<file path="src/rtl/mlr_pkg.sv">
package mlr_pkg;

    typedef enum logic [1:0] {
        ST_CHARGE = 2'd0,
        ST_SEARCH = 2'd1,
        ST_LAST   = 2'd2
    } blk_st_e;

    typedef enum logic [1:0] {
        MODE_EXACT = 2'b00,
        MODE_HD1   = 2'b01,
        MODE_HD2   = 2'b10
    } tol_e;

    // exact-match allowance as a function of block width
    function automatic int unsigned exact_period(int unsigned w);
        if (w >= 8) return 4;
        else if (w >= 4) return 5;
        else return 7;
    endfunction

    // allowance for a tolerance mode; crossbar cells leak more
    function automatic int unsigned tol_period(int unsigned w, bit xb, tol_e m);
        int unsigned p;
        p = exact_period(w);
        case (m)
            MODE_HD1: p = p + (xb ? 1 : 2);
            MODE_HD2: p = p + (xb ? 3 : 4);
            default:  p = p;
        endcase
        return p;
    endfunction

endpackage

</file>
<file path="src/rtl/mlr_cfg_reg.sv">
module mlr_cfg_reg
    import mlr_pkg::*;
#(
    parameter int NUM_BLK = 4,
    parameter int RLX_W   = 3
) (
    input  logic                   clk,
    input  logic                   rst_n,
    input  logic                   cfg_wr_i,
    input  logic [RLX_W-1:0]       cfg_relax_i,
    input  logic                   cfg_lvl_i,
    output logic [2*NUM_BLK-1:0]   mode_o
);

    logic [RLX_W-1:0] relax_q;
    logic             lvl_q;

    always_ff @(posedge clk) begin
        if (!rst_n) begin
            relax_q <= '0;
            lvl_q   <= 1'b0;
        end else if (cfg_wr_i) begin
            relax_q <= cfg_relax_i;
            lvl_q   <= cfg_lvl_i;
        end
    end

    // low-order blocks are relaxed first
    for (genvar b = 0; b < NUM_BLK; b++) begin : g_mode
        localparam logic [RLX_W-1:0] IDX = RLX_W'(b);
        tol_e blk_mode;
        always_comb begin
            if (IDX < relax_q) begin
                blk_mode = lvl_q ? MODE_HD2 : MODE_HD1;
            end else begin
                blk_mode = MODE_EXACT;
            end
        end
        assign mode_o[2*b +: 2] = blk_mode;
    end

endmodule

</file>
<file path="src/rtl/mlr_blk_fsm.sv">
module mlr_blk_fsm
    import mlr_pkg::*;
#(
    parameter int BLK_W = 8,
    parameter bit XBAR  = 1'b0
) (
    input  logic       clk,
    input  logic       rst_n,
    input  logic       srch_i,
    input  logic       force_i,
    input  logic [1:0] mode_i,
    output logic       pc_o,
    output logic       ok_o,
    output logic       acc_q_o
);

    localparam int unsigned P_EX  = tol_period(BLK_W, XBAR, MODE_EXACT);
    localparam int unsigned P_H1  = tol_period(BLK_W, XBAR, MODE_HD1);
    localparam int unsigned P_H2  = tol_period(BLK_W, XBAR, MODE_HD2);
    localparam int unsigned CNT_W = $clog2(P_H2 + 1);

    blk_st_e          state_q, state_d;
    logic [CNT_W-1:0] cnt_q, cnt_d;
    logic [CNT_W-1:0] last_idx;
    logic             acc_d;

    // index of the final search of the period
    always_comb begin
        unique case (tol_e'(mode_i))
            MODE_HD1: last_idx = CNT_W'(P_H1 - 1);
            MODE_HD2: last_idx = CNT_W'(P_H2 - 1);
            default:  last_idx = CNT_W'(P_EX - 1);
        endcase
    end

    // state register
    always_ff @(posedge clk) begin
        if (!rst_n) begin
            state_q <= ST_CHARGE;
            cnt_q   <= '0;
            acc_q_o <= 1'b0;
        end else begin
            state_q <= state_d;
            cnt_q   <= cnt_d;
            acc_q_o <= acc_d;
        end
    end

    // next state
    always_comb begin
        state_d = state_q;
        cnt_d   = cnt_q;
        acc_d   = 1'b0;
        unique case (state_q)
            ST_CHARGE: begin
                cnt_d   = '0;
                state_d = (last_idx == '0) ? ST_LAST : ST_SEARCH;
            end
            ST_SEARCH: begin
                if (srch_i) begin
                    acc_d = 1'b1;
                    cnt_d = cnt_q + 1'b1;
                    if (cnt_q + 1'b1 == last_idx) begin
                        state_d = ST_LAST;
                    end
                end
            end
            ST_LAST: begin
                if (srch_i) begin
                    acc_d   = 1'b1;
                    cnt_d   = '0;
                    state_d = ST_CHARGE;
                end
            end
            default: begin
                state_d = ST_CHARGE;
                cnt_d   = '0;
            end
        endcase
        if (force_i) begin
            state_d = ST_CHARGE;
            cnt_d   = '0;
        end
    end

    // outputs
    always_comb begin
        pc_o = 1'b0;
        ok_o = 1'b0;
        unique case (state_q)
            ST_CHARGE: pc_o = 1'b1;
            ST_SEARCH: ok_o = 1'b1;
            ST_LAST:   ok_o = 1'b1;
            default:   pc_o = 1'b1;
        endcase
    end

endmodule

</file>
<file path="src/rtl/mlr_rcg_mask.sv">
module mlr_rcg_mask #(
    parameter int ROWS = 8
) (
    input  logic [ROWS-1:0] hit_i,
    input  logic            acc_q_i,
    input  logic            pc_i,
    output logic [ROWS-1:0] mask_o
);

    logic gate;
    assign gate = acc_q_i & ~pc_i;

    for (genvar r = 0; r < ROWS; r++) begin : g_row
        assign mask_o[r] = hit_i[r] & gate;
    end

endmodule

</file>
<file path="src/rtl/mlr_refresh_ctrl.sv">
module mlr_refresh_ctrl
    import mlr_pkg::*;
#(
    parameter int NUM_BLK = 4,
    parameter int ROWS    = 8,
    parameter int BLK_W   = 8,
    parameter bit XBAR    = 1'b0,
    localparam int RLX_W  = $clog2(NUM_BLK + 1)
) (
    input  logic                      clk,
    input  logic                      rst_n,
    input  logic                      srch_i,
    input  logic [NUM_BLK*ROWS-1:0]   hit_i,
    input  logic                      cfg_wr_i,
    input  logic [RLX_W-1:0]          cfg_relax_i,
    input  logic                      cfg_lvl_i,
    output logic [NUM_BLK-1:0]        pc_full_o,
    output logic [NUM_BLK-1:0]        srch_ok_o,
    output logic [NUM_BLK*ROWS-1:0]   rcg_mask_o,
    output logic [2*NUM_BLK-1:0]      blk_mode_o
);

    logic [NUM_BLK-1:0] acc_q;

    mlr_cfg_reg #(
        .NUM_BLK (NUM_BLK),
        .RLX_W   (RLX_W)
    ) i_cfg (
        .clk         (clk),
        .rst_n       (rst_n),
        .cfg_wr_i    (cfg_wr_i),
        .cfg_relax_i (cfg_relax_i),
        .cfg_lvl_i   (cfg_lvl_i),
        .mode_o      (blk_mode_o)
    );

    for (genvar b = 0; b < NUM_BLK; b++) begin : g_blk
        mlr_blk_fsm #(
            .BLK_W (BLK_W),
            .XBAR  (XBAR)
        ) i_fsm (
            .clk     (clk),
            .rst_n   (rst_n),
            .srch_i  (srch_i),
            .force_i (cfg_wr_i),
            .mode_i  (blk_mode_o[2*b +: 2]),
            .pc_o    (pc_full_o[b]),
            .ok_o    (srch_ok_o[b]),
            .acc_q_o (acc_q[b])
        );

        mlr_rcg_mask #(
            .ROWS (ROWS)
        ) i_mask (
            .hit_i   (hit_i[b*ROWS +: ROWS]),
            .acc_q_i (acc_q[b]),
            .pc_i    (pc_full_o[b]),
            .mask_o  (rcg_mask_o[b*ROWS +: ROWS])
        );
    end

endmodule

</file>
<file path="config.mk">
export PLATFORM = sky130hd
export DESIGN_NAME = mlr_refresh_ctrl
export DESIGN_NICKNAME = d
export VERILOG_FILES = /design/src/rtl/mlr_pkg.sv /design/src/rtl/mlr_cfg_reg.sv /design/src/rtl/mlr_blk_fsm.sv /design/src/rtl/mlr_rcg_mask.sv /design/src/rtl/mlr_refresh_ctrl.sv
export SDC_FILE = /design/constraint.sdc
export NUM_CORES = 1
export LEC_CHECK = 0
export BUFFER_PORTS_ARGS = -buffer_cell sky130_fd_sc_hd__buf_2
export CAP_MARGIN = 20
export CELL_PAD_IN_SITES_DETAIL_PLACEMENT = 1
export CELL_PAD_IN_SITES_GLOBAL_PLACEMENT = 2
export CORE_ASPECT_RATIO = 0.6
export CORE_UTILIZATION = 30
export DETAILED_ROUTE_END_ITERATION = 8
export PLACE_DENSITY = 0.9
export SYNTH_ARGS = -nofsm -noshare
export SYNTH_HDL_FRONTEND = slang
export SYNTH_HIERARCHICAL = 1
export SYNTH_SLANG_ARGS = --single-unit
</file>
<file path="constraint.sdc">
create_clock -name clk -period 3.7 [get_ports clk]
set_clock_uncertainty 0.05 [all_clocks]
set_input_delay 0.37 -clock clk [delete_from_list [all_inputs] [get_ports clk]]
set_output_delay 0.37 -clock clk [all_outputs]
set_load 0.02 [all_outputs]
</file>
==> results of run 1 <==
==> final timing paths <==
check | to | slack [ns]
max reg2reg | g_blk[1].i_fsm/state_q[0]$_SDFFE_PP0P_ | 1.86
max | rcg_mask_o[17] | 1.62
min reg2reg | g_blk[3].i_fsm/state_q[1]$_SDFFE_PP0P_ | 0.45
min | i_cfg/relax_q[0]$_SDFFE_PN0P_ | 0.31
==> routing by layer <==
metal | up-vias | wire [um]
met2 | 34 | 2883
met5 | - | 0
li1 | 1077 | -
met3 | 4 | 212
met1 | 988 | 3302
met4 | 0 | 39
==> registers in the layout, summed over array words and instances (netlist names) <==
register / flops
g_blk.i_fsm/acc_q_o: 4
g_blk.i_fsm/cnt_q: 16
g_blk.i_fsm/state_q: 8
i_cfg/lvl_q: 1
i_cfg/relax_q: 3
==> cell usage after synthesis <==
library cell	count	area share
xnor2_1	12	0.045
a32oi_1	4	0.015
nand2b_1	4	0.011
o21ba_4	4	0.028
and2_1	1	0.0027
and3_2	4	0.013
inv_1	24	0.039
nand2_1	20	0.032
buf_6	1	0.0049
nor3b_1	4	0.013
a21oi_2	4	0.015
ha_1	24	0.13
nor3_1	1	0.0022
nor2_1	20	0.032
dfxtp_1	32	0.28
and3b_1	32	0.12
a21oi_1	13	0.028
o21ai_0	8	0.017
nor4_4	4	0.037
nand4_1	4	0.011
mux2i_1	12	0.052
and2b_2	4	0.015
a211oi_1	4	0.013
nand4b_1	4	0.015
nor2b_1	12	0.032
==> cells by family after synthesis <==
logic type / Yosys count / share of synthesized area
DFF: 32 / 0.2762
buffers and inverters: 25 / 0.04369
AOI/OAI and AO/OA: 37 / 0.1165
and+or+nand+nor: 114 / 0.3371
muxes: 12 / 0.05178
xor gates and xnor gates: 12 / 0.04531
adders and majority gates: 24 / 0.1295
==> per-stage QoR <==
| step | setup WS (ns) | cell area, um^2 | cells | hold slack, ns | power [uW] |
|---|---|---|---|---|---|
| floorplan | 1.802 | 2320 | 256 | 0.4047 | 538.5 |
| global placement | 1.944 | 2874 | 446 | 0.4234 | 606.9 |
| detailed placement | 1.853 | 2874 | 446 | 0.4442 | 614.6 |
| CTS | 1.621 | 3027 | 453 | 0.3153 | 1054 |
| global route | 1.520 | 3027 | 453 | 0.3358 | 1091 |
| finish | 1.617 | 3027 | 453 | 0.3127 | 1043 |
==> cell type report <==
type                       instances  area share
multi-input combinational        199      0.5213
sequential                        32      0.2117
timing repair buffer              87      0.1439
clock buffer                       7     0.05043
tap                              104     0.04299
inverter                          24     0.02976
==> worst reg2reg max path, cell delays in order (launching register included) <==
cell     delay, ns
dfxtp_1       0.46
nor2b_1       0.20
inv_1         0.06
ha_1          0.28
xnor2_1       0.20
xnor2_1       0.10
a21oi_2       0.18
mux2i_1       0.22
==> power by group <==
group          leakage [uW]  switching [uW]  internal, uW  total (uW)
Combinational       0.00117             133           101         234
Sequential         0.000260            15.8           357         372
Clock             0.0000760             154           282         436
Total               0.00150             303           740        1040
==> flow_metrics.py, run 1 <==
metrics = {
    "outcome": {
        "status": "complete, no violations",
    },
    "route": {
        "via_per_inst": 4.642,
        "avgRoutedWirePerCell_um": 14.21,
        "drt_iter0_drc": 90,
        "antenna_left": 0,
        "drc": 0,
        "drt_pass1_iterations": 4,
        "wirelength_um": 6437,
        "dr_total_vias": 2103,
    },
    "global_routing": {
        "grt.total_usage": 0.1688,
        "grt-busiest-layer": "met2",
        "grt_pass1_wl_um": 10670,
        "grt_use_met2": 0.2528,
        "use_met1": 0.2432,
        "grt_antenna_before_repair": 0,
        "overflow": 0,
        "grt_max_degree": 33,
        "grt_pass1_vias": 2139,
        "grtUsageMet3": 0.04340,
    },
    "cts": {
        "cts_max_level": 2,
        "cts-root-buf": "clkbuf_16",
        "cts_buffer_depth": 2,
        "post_cts_buffers": 0,
        "numCtsBuffers": 5,
        "clkSlewWorstSetupHoldPaths_ns": 0.06,
        "post_cts_resized": 0,
        "cts_tree": "done",
        "cts_sinks": 32,
        "postCtsHoldBufs": 0,
        "clk_latency_ns": 0.28,
    },
    "floorplanning": {
        "initial_utilization": 0.3153,
        "design.core.area_um2": 7357,
        "die_h_um": 70.12,
        "num_io_pins": 88,
        "chipWidth_um": 115.5,
        "row_count": 24,
        "die_area_um2": 8100,
    },
    "synth": {
        "ys_seq_area_frac": 0.2762,
        "syn-num-nets": 320,
        "synth_warnings": 6,
        "synth_cell_types": 25,
        "synth_seq_cells": 32,
        "avgSynthCellArea_um2": 9.061,
        "synth_area_um2": 2320,
        "synth_cells": 256,
    },
    "sta": {
        "worst_pin_slew_ns": 0.5521,
        "max_freq_ghz": 0.4800,
        "hold_viol_final": 0,
        "slew_viol_final": 0,
        "period_share": 0.5630,
        "rsz0062_at_grt": "false",
        "maxSlewHeadroom": 0.6319,
        "fin_setup_tns_ns": 0,
        "finalCriticalPeriod_ns": 2.083,
        "setup-violations-final": 0,
    },
    "setup_path": {
        "cp.arrival_ns": 1.66,
        "crit_top_cell": "inv_1",
        "path_max_fanout": 9,
        "critPathSlowestCell": "dfxtp_1",
        "crit_path_end_kind": "output port",
        "crit_path_cell_trace": "inv_1 -> ha_1 -> inv_1 -> and3b_1 -> buf_2",
        "rr_startpoint": "i_cfg/lvl_q$_SDFFE_PN0P_",
        "r2r_cells": 7,
        "required_ns": 3.28,
        "max_stage_delay_ns": 0.40,
        "critPathBufInv": 3,
        "critPathLaunchType": "register",
        "worstSetupPathType": "reg -> out",
        "path_depth": 5,
        "critical_path.top_delay_family": "buffers and inverters",
        "cp-startpoint": "g_blk[2].i_fsm/state_q[0]$_SDFFE_PP0P_",
    },
    "min_path": {
        "hp-start": "cfg_relax_i[0]",
        "hp-class": "in -> reg",
        "holdPathStages": 3,
    },
    "finish": {
        "drive_above_1_share": 0.3266,
        "final_cell_mix": "buf_2 (87), dfxtp_1 (32), and3b_1 (32)",
        "fillers": 892,
        "seq_area_um2": 640.6,
        "multiInputGateArea_um2": 1578,
        "fin_util": 0.4114,
        "antenna_cells": 0,
        "layout_commonest_cell": "buf_2",
        "syn_to_final_growth_pct": 30.47,
        "fin_nets": 413,
    },
    "placement": {
        "port_buffers": 87,
        "place_congestion": 0.7153,
        "dpl.hpwl_um": 4983,
    },
    "pwr": {
        "p_leak_uw": 0.001504,
        "peakVddDrop_mv": 0.1798,
        "power_density_nw_per_um2": 344.5,
    },
    "flow_run": {
        "max-cap-violations": 0,
    },
}
Power figures use the tool's default switching activity.
==> run 2, diff against run 1 <==
--- a/config.mk
+++ b/config.mk
@@ -5,14 +5,15 @@
 export SDC_FILE = /design/constraint.sdc
 export NUM_CORES = 1
 export LEC_CHECK = 0
+export ABC_AREA = 1
 export BUFFER_PORTS_ARGS = -buffer_cell sky130_fd_sc_hd__buf_2
 export CAP_MARGIN = 20
 export CELL_PAD_IN_SITES_DETAIL_PLACEMENT = 1
 export CELL_PAD_IN_SITES_GLOBAL_PLACEMENT = 2
 export CORE_ASPECT_RATIO = 0.6
-export CORE_UTILIZATION = 30
+export CORE_UTILIZATION = 22
 export DETAILED_ROUTE_END_ITERATION = 8
-export PLACE_DENSITY = 0.9
+export PLACE_DENSITY = 0.81
 export SYNTH_ARGS = -nofsm -noshare
 export SYNTH_HDL_FRONTEND = slang
 export SYNTH_HIERARCHICAL = 1
==> constraint.sdc (replaced) <==
create_clock -name clk -period 1.9 [get_ports clk]
set_clock_uncertainty 0.05 [all_clocks]
set_input_delay 0.19 -clock clk [delete_from_list [all_inputs] [get_ports clk]]
set_output_delay 0.19 -clock clk [all_outputs]
set_load 0.02 [all_outputs]
==> flow_metrics.py, run 2 <==
metrics = {
    "pwr": {
        "pwr-share-clk": 0.420,
        "intPower_uw": 1516,
        "p_switching_uw": 684.6,
        "power_density_nw_per_um2": 687.3,
        "switching_share": 0.3111,
        "p_seq_frac": 0.334,
        "peakVddDrop_mv": 0.3479,
        "p_leak_uw": 0.001846,
        "pwr-share-comb": 0.246,
    },
    "floorplanning": {
        "row_count": 29,
        "initial_utilization": 0.2276,
        "design.core.area_um2": 10600,
        "die_h_um": 83.09,
        "num_io_pins": 88,
        "die_area_um2": 11400,
        "chipWidth_um": 137.2,
    },
    "finish": {
        "instances_no_fill": 624,
        "largestRegisters": "g_blk.i_fsm/cnt_q x16, g_blk.i_fsm/state_q x8, g_blk.i_fsm/acc_q_o x4",
        "largest_reg_flops": 16,
        "layout_commonest_cell": "inv_1",
        "drive_above_1_share": 0.2639,
        "multiInputGateArea_um2": 1314,
        "syn_to_final_growth_pct": 32.80,
        "antenna_cells": 0,
        "fin_nets": 548,
        "fillers": 1385,
        "largest-register": "g_blk.i_fsm/cnt_q",
        "seq_area_um2": 651.9,
        "final_cell_mix": "inv_1 (119), buf_2 (82), nand2_1 (73)",
    },
    "global_routing": {
        "overflow": 0,
        "grt_antenna_before_repair": 0,
        "grt_pass1_vias": 2576,
        "grtUsageMet3": 0.03846,
        "grt-busiest-layer": "met2",
        "grt_max_degree": 13,
        "use_met1": 0.1746,
        "grt.total_usage": 0.1312,
        "grt_pass1_wl_um": 12050,
        "grt_use_met2": 0.2140,
    },
    "synth": {
        "yosysMostFrequentCell": "inv_1",
        "synth_cells": 391,
        "syn-num-nets": 455,
        "synth_seq_cells": 32,
        "synth_area_um2": 2411,
        "synthSimpleGateAreaFrac": 0.3108,
        "synth.mux.area_fraction": 0,
        "synth_cell_types": 18,
        "synth_edf_count": 0,
        "ys_seq_area_frac": 0.2657,
        "synthTopCellsByCount": "inv_1 (119), nand2_1 (73), nor2_1 (61)",
        "synth_area_leader_cell": "dfxtp_1",
        "avgSynthCellArea_um2": 6.166,
        "netlist.area_leader.share": 0.2657,
        "synth_adder_area_share": 0.1245,
        "synth_top_family_by_area": "simple AND/OR/NAND/NOR gates",
        "synth_warnings": 6,
        "synth_compound_area_frac": 0.09289,
        "synth-async-reset-ratio": 0,
        "synthTopCellsByArea": "dfxtp_1 (27%), inv_1 (19%), ha_1 (12%)",
        "synth_xor_area_frac": 0.01453,
        "ys.flop_type": "dfxtp_1",
    },
    "route": {
        "wirelength_um": 6884,
        "drc": 0,
        "drt_pass1_iterations": 2,
        "via_per_inst": 4.006,
        "drt_iter0_drc": 52,
        "avgRoutedWirePerCell_um": 11.03,
        "dr_total_vias": 2500,
        "antenna_left": 0,
    },
    "sta": {
        "setup-violations-final": 0,
        "worst_pin_slew_ns": 0.3699,
        "slew_viol_final": 0,
        "hold_viol_final": 0,
        "fin_setup_tns_ns": 0,
        "finalCriticalPeriod_ns": 1.795,
        "max_freq_ghz": 0.5570,
        "rsz0062_at_grt": "false",
        "period_share": 0.9450,
        "maxSlewHeadroom": 0.7525,
    },
    "placement": {
        "place_congestion": 0.7524,
        "dp_cells": 616,
        "dpl.hpwl_um": 5765,
        "port_buffers": 87,
    },
    "cts": {
        "clkSlewWorstSetupHoldPaths_ns": 0.06,
        "cts-root-buf": "clkbuf_16",
        "cts_tree": "done",
        "cts_max_level": 2,
        "postCtsHoldBufs": 0,
        "numCtsBuffers": 5,
        "clk_latency_ns": 0.28,
        "cts_buffer_depth": 2,
        "cts_sinks": 32,
    },
    "outcome": {
        "status": "complete, no violations",
    },
    "setup_path": {
        "required_ns": 1.66,
        "crit_path_end_kind": "output port",
        "critPathLaunchType": "register",
        "worstSetupPathType": "reg -> out",
        "reg2reg_slack_ns": 0.21,
        "path_max_fanout": 8,
        "cp.arrival_ns": 1.56,
    },
    "flow_run": {
        "max-cap-violations": 0,
    },
    "min_path": {
        "hp-class": "in -> reg",
    },
}
-- run 2: critical path, cell delays in order, from the launching register on --
cell and delay [ns]:
dfxtp_1 0.36, inv_1 0.09, ha_1 0.30, inv_1 0.06
inv_1 0.06, nand2_2 0.10, nor2_1 0.12, buf_2 0.18
-- run 2: cell type report --
type,instances,area share
Tap cell,139,0.05432
Timing Repair Buffer,87,0.1399
Inverter,120,0.1407
Clock buffer,6,0.04025
Sequential cell,32,0.2036
Multi-Input combinational cell,238,0.4103
Clock inverter,2,0.01094
-- run 2: cells by family (layout without fill, tap and decap cells) --
group | Yosys count | count (layout)
xor+xnor | 4 | 4
flops | 32 | 32
buf+inv | 121 | 215
simple gates | 175 | 175
fa+ha+maj | 24 | 24
compound gates | 35 | 35
-- run 2: layer usage --
metal / part of all wire / vias up
met5: 0 / -
met4: 0.0010 / 0
met3: 0.043 / 2
met2: 0.46 / 28
met1: 0.49 / 1149
li1: - / 1321
-- run 2: stage by stage --
step           total power [uW]  cell area [um^2]    util  hold slack, ns  setup slack, ns
2_1_floorplan              1116              2411       -          0.2604           0.1139
3_3_place_gp               1271              3009  0.2840          0.4245           0.2116
3_5_place_dp               1288              3009  0.2840          0.4319           0.1821
4_1_cts                    2237              3173  0.2995          0.1432          0.02611
5_1_grt                    2356              3202  0.3022          0.1869        0.0001684
6_report                   2201              3202  0.3022          0.1451           0.1045
-- run 2: path summary, 6_finish.rpt --
kind	start	end	cells past startpoint
worst min register to register	i_cfg/relax_q[0]$_SDFFE_PN0P_	i_cfg/relax_q[0]$_SDFFE_PN0P_	2
worst max register to register	i_cfg/relax_q[2]$_SDFFE_PN0P_	g_blk[0].i_fsm/state_q[0]$_SDFFE_PP0P_	11
worst max-delay path	g_blk[1].i_fsm/state_q[1]$_SDFFE_PP0P_	rcg_mask_o[14]	7
worst min-delay path	cfg_relax_i[0]	i_cfg/relax_q[0]$_SDFFE_PN0P_	5
-- run 2: power by group through the flow --
stage	registers (uW)	clock network [uW]	logic, uW
6_report	735	925	541
4_1_cts	731	957	549
3_3_place_gp	744	0	527
5_1_grt	740	994	622
2_1_floorplan	738	0	379
3_5_place_dp	745	0	543
-- run 2: what timing repair did --
action | CTS | global route
gates resized for setup | 0 | 16
setup endpoints to repair | 0 | 35
buffers inserted | 0 | 0
==> run 3, diff against run 2 <==
--- a/config.mk
+++ b/config.mk
@@ -11,9 +11,9 @@
 export CELL_PAD_IN_SITES_DETAIL_PLACEMENT = 1
 export CELL_PAD_IN_SITES_GLOBAL_PLACEMENT = 2
 export CORE_ASPECT_RATIO = 0.6
-export CORE_UTILIZATION = 22
+export CORE_UTILIZATION = 27
 export DETAILED_ROUTE_END_ITERATION = 8
-export PLACE_DENSITY = 0.81
+export PLACE_DENSITY_LB_ADDON = 0.1
 export SYNTH_ARGS = -nofsm -noshare
 export SYNTH_HDL_FRONTEND = slang
 export SYNTH_HIERARCHICAL = 1
==> constraint.sdc (replaced) <==
create_clock -name clk -period 2.2 [get_ports clk]
set_clock_uncertainty 0.05 [all_clocks]
set_input_delay 0.22 -clock clk [delete_from_list [all_inputs] [get_ports clk]]
set_output_delay 0.22 -clock clk [all_outputs]
set_load 0.02 [all_outputs]
==> flow_metrics.py, run 3 (synthesized netlist as in run 2, its figures left out) <==
metrics = {
    "cts": {
        "cts_buffer_depth": 2,
        "cts_tree": "done",
        "cts-root-buf": "clkbuf_16",
        "numCtsBuffers": 5,
        "clkSlewWorstSetupHoldPaths_ns": 0.05,
        "post_cts_resized": 0,
        "cts_sinks": 32,
        "post_cts_buffers": 0,
        "postCtsHoldBufs": 0,
        "cts_max_level": 2,
        "clk_latency_ns": 0.28,
    },
    "pwr": {
        "p_leak_uw": 0.001825,
        "switching_share": 0.3275,
        "p_switching_uw": 571.2,
        "peakVddDrop_mv": 0.2466,
        "power_uw": 1744,
        "intPower_uw": 1173,
        "pwr-share-clk": 0.373,
        "pwr-share-comb": 0.265,
        "power_density_nw_per_um2": 562.5,
        "p_seq_frac": 0.362,
    },
    "finish": {
        "fillers": 1185,
        "seq_area_um2": 640.6,
        "fin_nets": 548,
        "drive_above_1_share": 0.2386,
        "multiInputGateArea_um2": 1309,
        "largest_reg_flops": 16,
        "syn_to_final_growth_pct": 28.59,
        "antenna_cells": 0,
        "largest-register": "g_blk.i_fsm/cnt_q",
        "layout_commonest_cell": "inv_1",
        "largestRegisters": "g_blk.i_fsm/cnt_q x16, g_blk.i_fsm/state_q x8, g_blk.i_fsm/acc_q_o x4",
        "final_cell_mix": "inv_1 (119), buf_2 (87), nand2_1 (73)",
    },
    "global_routing": {
        "grt_pass1_wl_um": 10830,
        "grt_pass1_vias": 2218,
        "grt_max_degree": 13,
        "overflow": 0,
        "grt_antenna_before_repair": 0,
        "grt.total_usage": 0.1542,
    },
    "floorplanning": {
        "die_h_um": 75.20,
        "design.core.area_um2": 8588,
        "num_io_pins": 88,
        "initial_utilization": 0.2807,
        "chipWidth_um": 124.0,
        "die_area_um2": 9324,
        "row_count": 26,
    },
    "route": {
        "dr_total_vias": 2453,
        "drt_pass1_iterations": 4,
        "wirelength_um": 6862,
        "drt_iter0_drc": 63,
        "via_per_inst": 4.130,
        "antenna_left": 0,
        "drc": 0,
        "avgRoutedWirePerCell_um": 11.55,
    },
    "sta": {
        "finalCriticalPeriod_ns": 1.880,
        "worst_pin_slew_ns": 0.3460,
        "whs_ns": 0.1806,
        "rsz0062_at_grt": "false",
        "fin_setup_tns_ns": 0,
        "setup-violations-final": 0,
        "maxSlewHeadroom": 0.7685,
        "period_share": 0.8546,
        "hold_viol_final": 0,
        "slew_viol_final": 0,
        "max_freq_ghz": 0.5319,
    },
    "setup_path": {
        "critPathLaunchType": "register",
        "crit_top_cell": "inv_1",
        "required_ns": 1.93,
        "worstSetupPathType": "reg -> out",
        "crit_path_cell_trace": "inv_1 -> ha_1 -> inv_1 -> inv_1 -> nand2_2 -> nor2_1 -> buf_2",
        "path_max_fanout": 8,
        "crit_path_end_kind": "output port",
        "cp.arrival_ns": 1.61,
        "critPathSlowestCell": "dfxtp_1",
        "max_stage_delay_ns": 0.38,
    },
    "placement": {
        "place_congestion": 0.7574,
        "port_buffers": 87,
        "dpl.hpwl_um": 5736,
    },
    "flow_run": {
        "max-cap-violations": 0,
    },
    "min_path": {
        "hp-class": "in -> reg",
    },
    "outcome": {
        "status": "complete, no violations",
    },
}
## run 3: cell count changes in the layout (fill, tap and decap cells not counted)
cell       change
dfxtp_1        +9
dfxtp_2        -9
buf_2          +5
buf_4          -5
nor2_1         +2
nor2_2         -2
bufinv_16      -1
clkbuf_1       -1
clkinv_2       -1
## run 3: layout make-up
class	count	area share
Clock buffer	5	0.04036
Inverter	120	0.1453
Tap cell	112	0.04520
Multi-Input combinational cell	238	0.4221
Timing Repair Buffer	87	0.1404
Sequential cell	32	0.2066
## run 3: critical path, delay by kind of cell, from the launching register on
| kind | cells | cell delay (ns) |
|---|---|---|
| and+or+nand+nor | 2 | 0.22 |
| DFF | 1 | 0.38 |
| buffers and inverters | 4 | 0.41 |
| adders and majority gates | 1 | 0.32 |
## run 3: final timing paths
check                                                       startpoint                                     end  slack (ns)  depth (start not counted)
worst max-delay path            g_blk[1].i_fsm/state_q[0]$_SDFFE_PP0P_                          rcg_mask_o[10]        0.32                          7
worst min-delay path                                         cfg_lvl_i                i_cfg/lvl_q$_SDFFE_PN0P_        0.18                          5
worst max register to register                i_cfg/lvl_q$_SDFFE_PN0P_  g_blk[2].i_fsm/state_q[0]$_SDFFE_PP0P_        0.42                         12
worst min register to register    g_blk[2].i_fsm/cnt_q[3]$_SDFFE_PP0P_    g_blk[2].i_fsm/cnt_q[3]$_SDFFE_PP0P_        0.44                          2
## run 3: metrics by stage
stage,cells,util,setup slack [ns],cell area [um^2]
6_report,594,0.3610,0.3199,3100
5_1_grt,594,0.3610,0.1248,3100
4_1_cts,594,0.3610,0.2911,3100
3_5_place_dp,589,0.3464,0.4278,2975
3_3_place_gp,589,0.3464,0.4345,2975
2_1_floorplan,391,-,0.4139,2411
## run 3: power by group through the flow
| stage | sequential [uW] | combinational, uW | clock [uW] |
|---|---|---|---|
| 2_1_floorplan | 637 | 327 | 0 |
| 3_3_place_gp | 644 | 461 | 0 |
| 3_5_place_dp | 643 | 468 | 0 |
| 4_1_cts | 631 | 471 | 686 |
| 5_1_grt | 635 | 526 | 706 |
| 6_report | 631 | 463 | 650 |
## run 3: metal layers
layer	wire (um)	up-vias	GRT usage
li1	-	1319	-
met5	0	-	0
met4	53	0	0.04497
met2	2753	37	0.2123
met1	3766	1092	0.2283
met3	289	5	0.04394
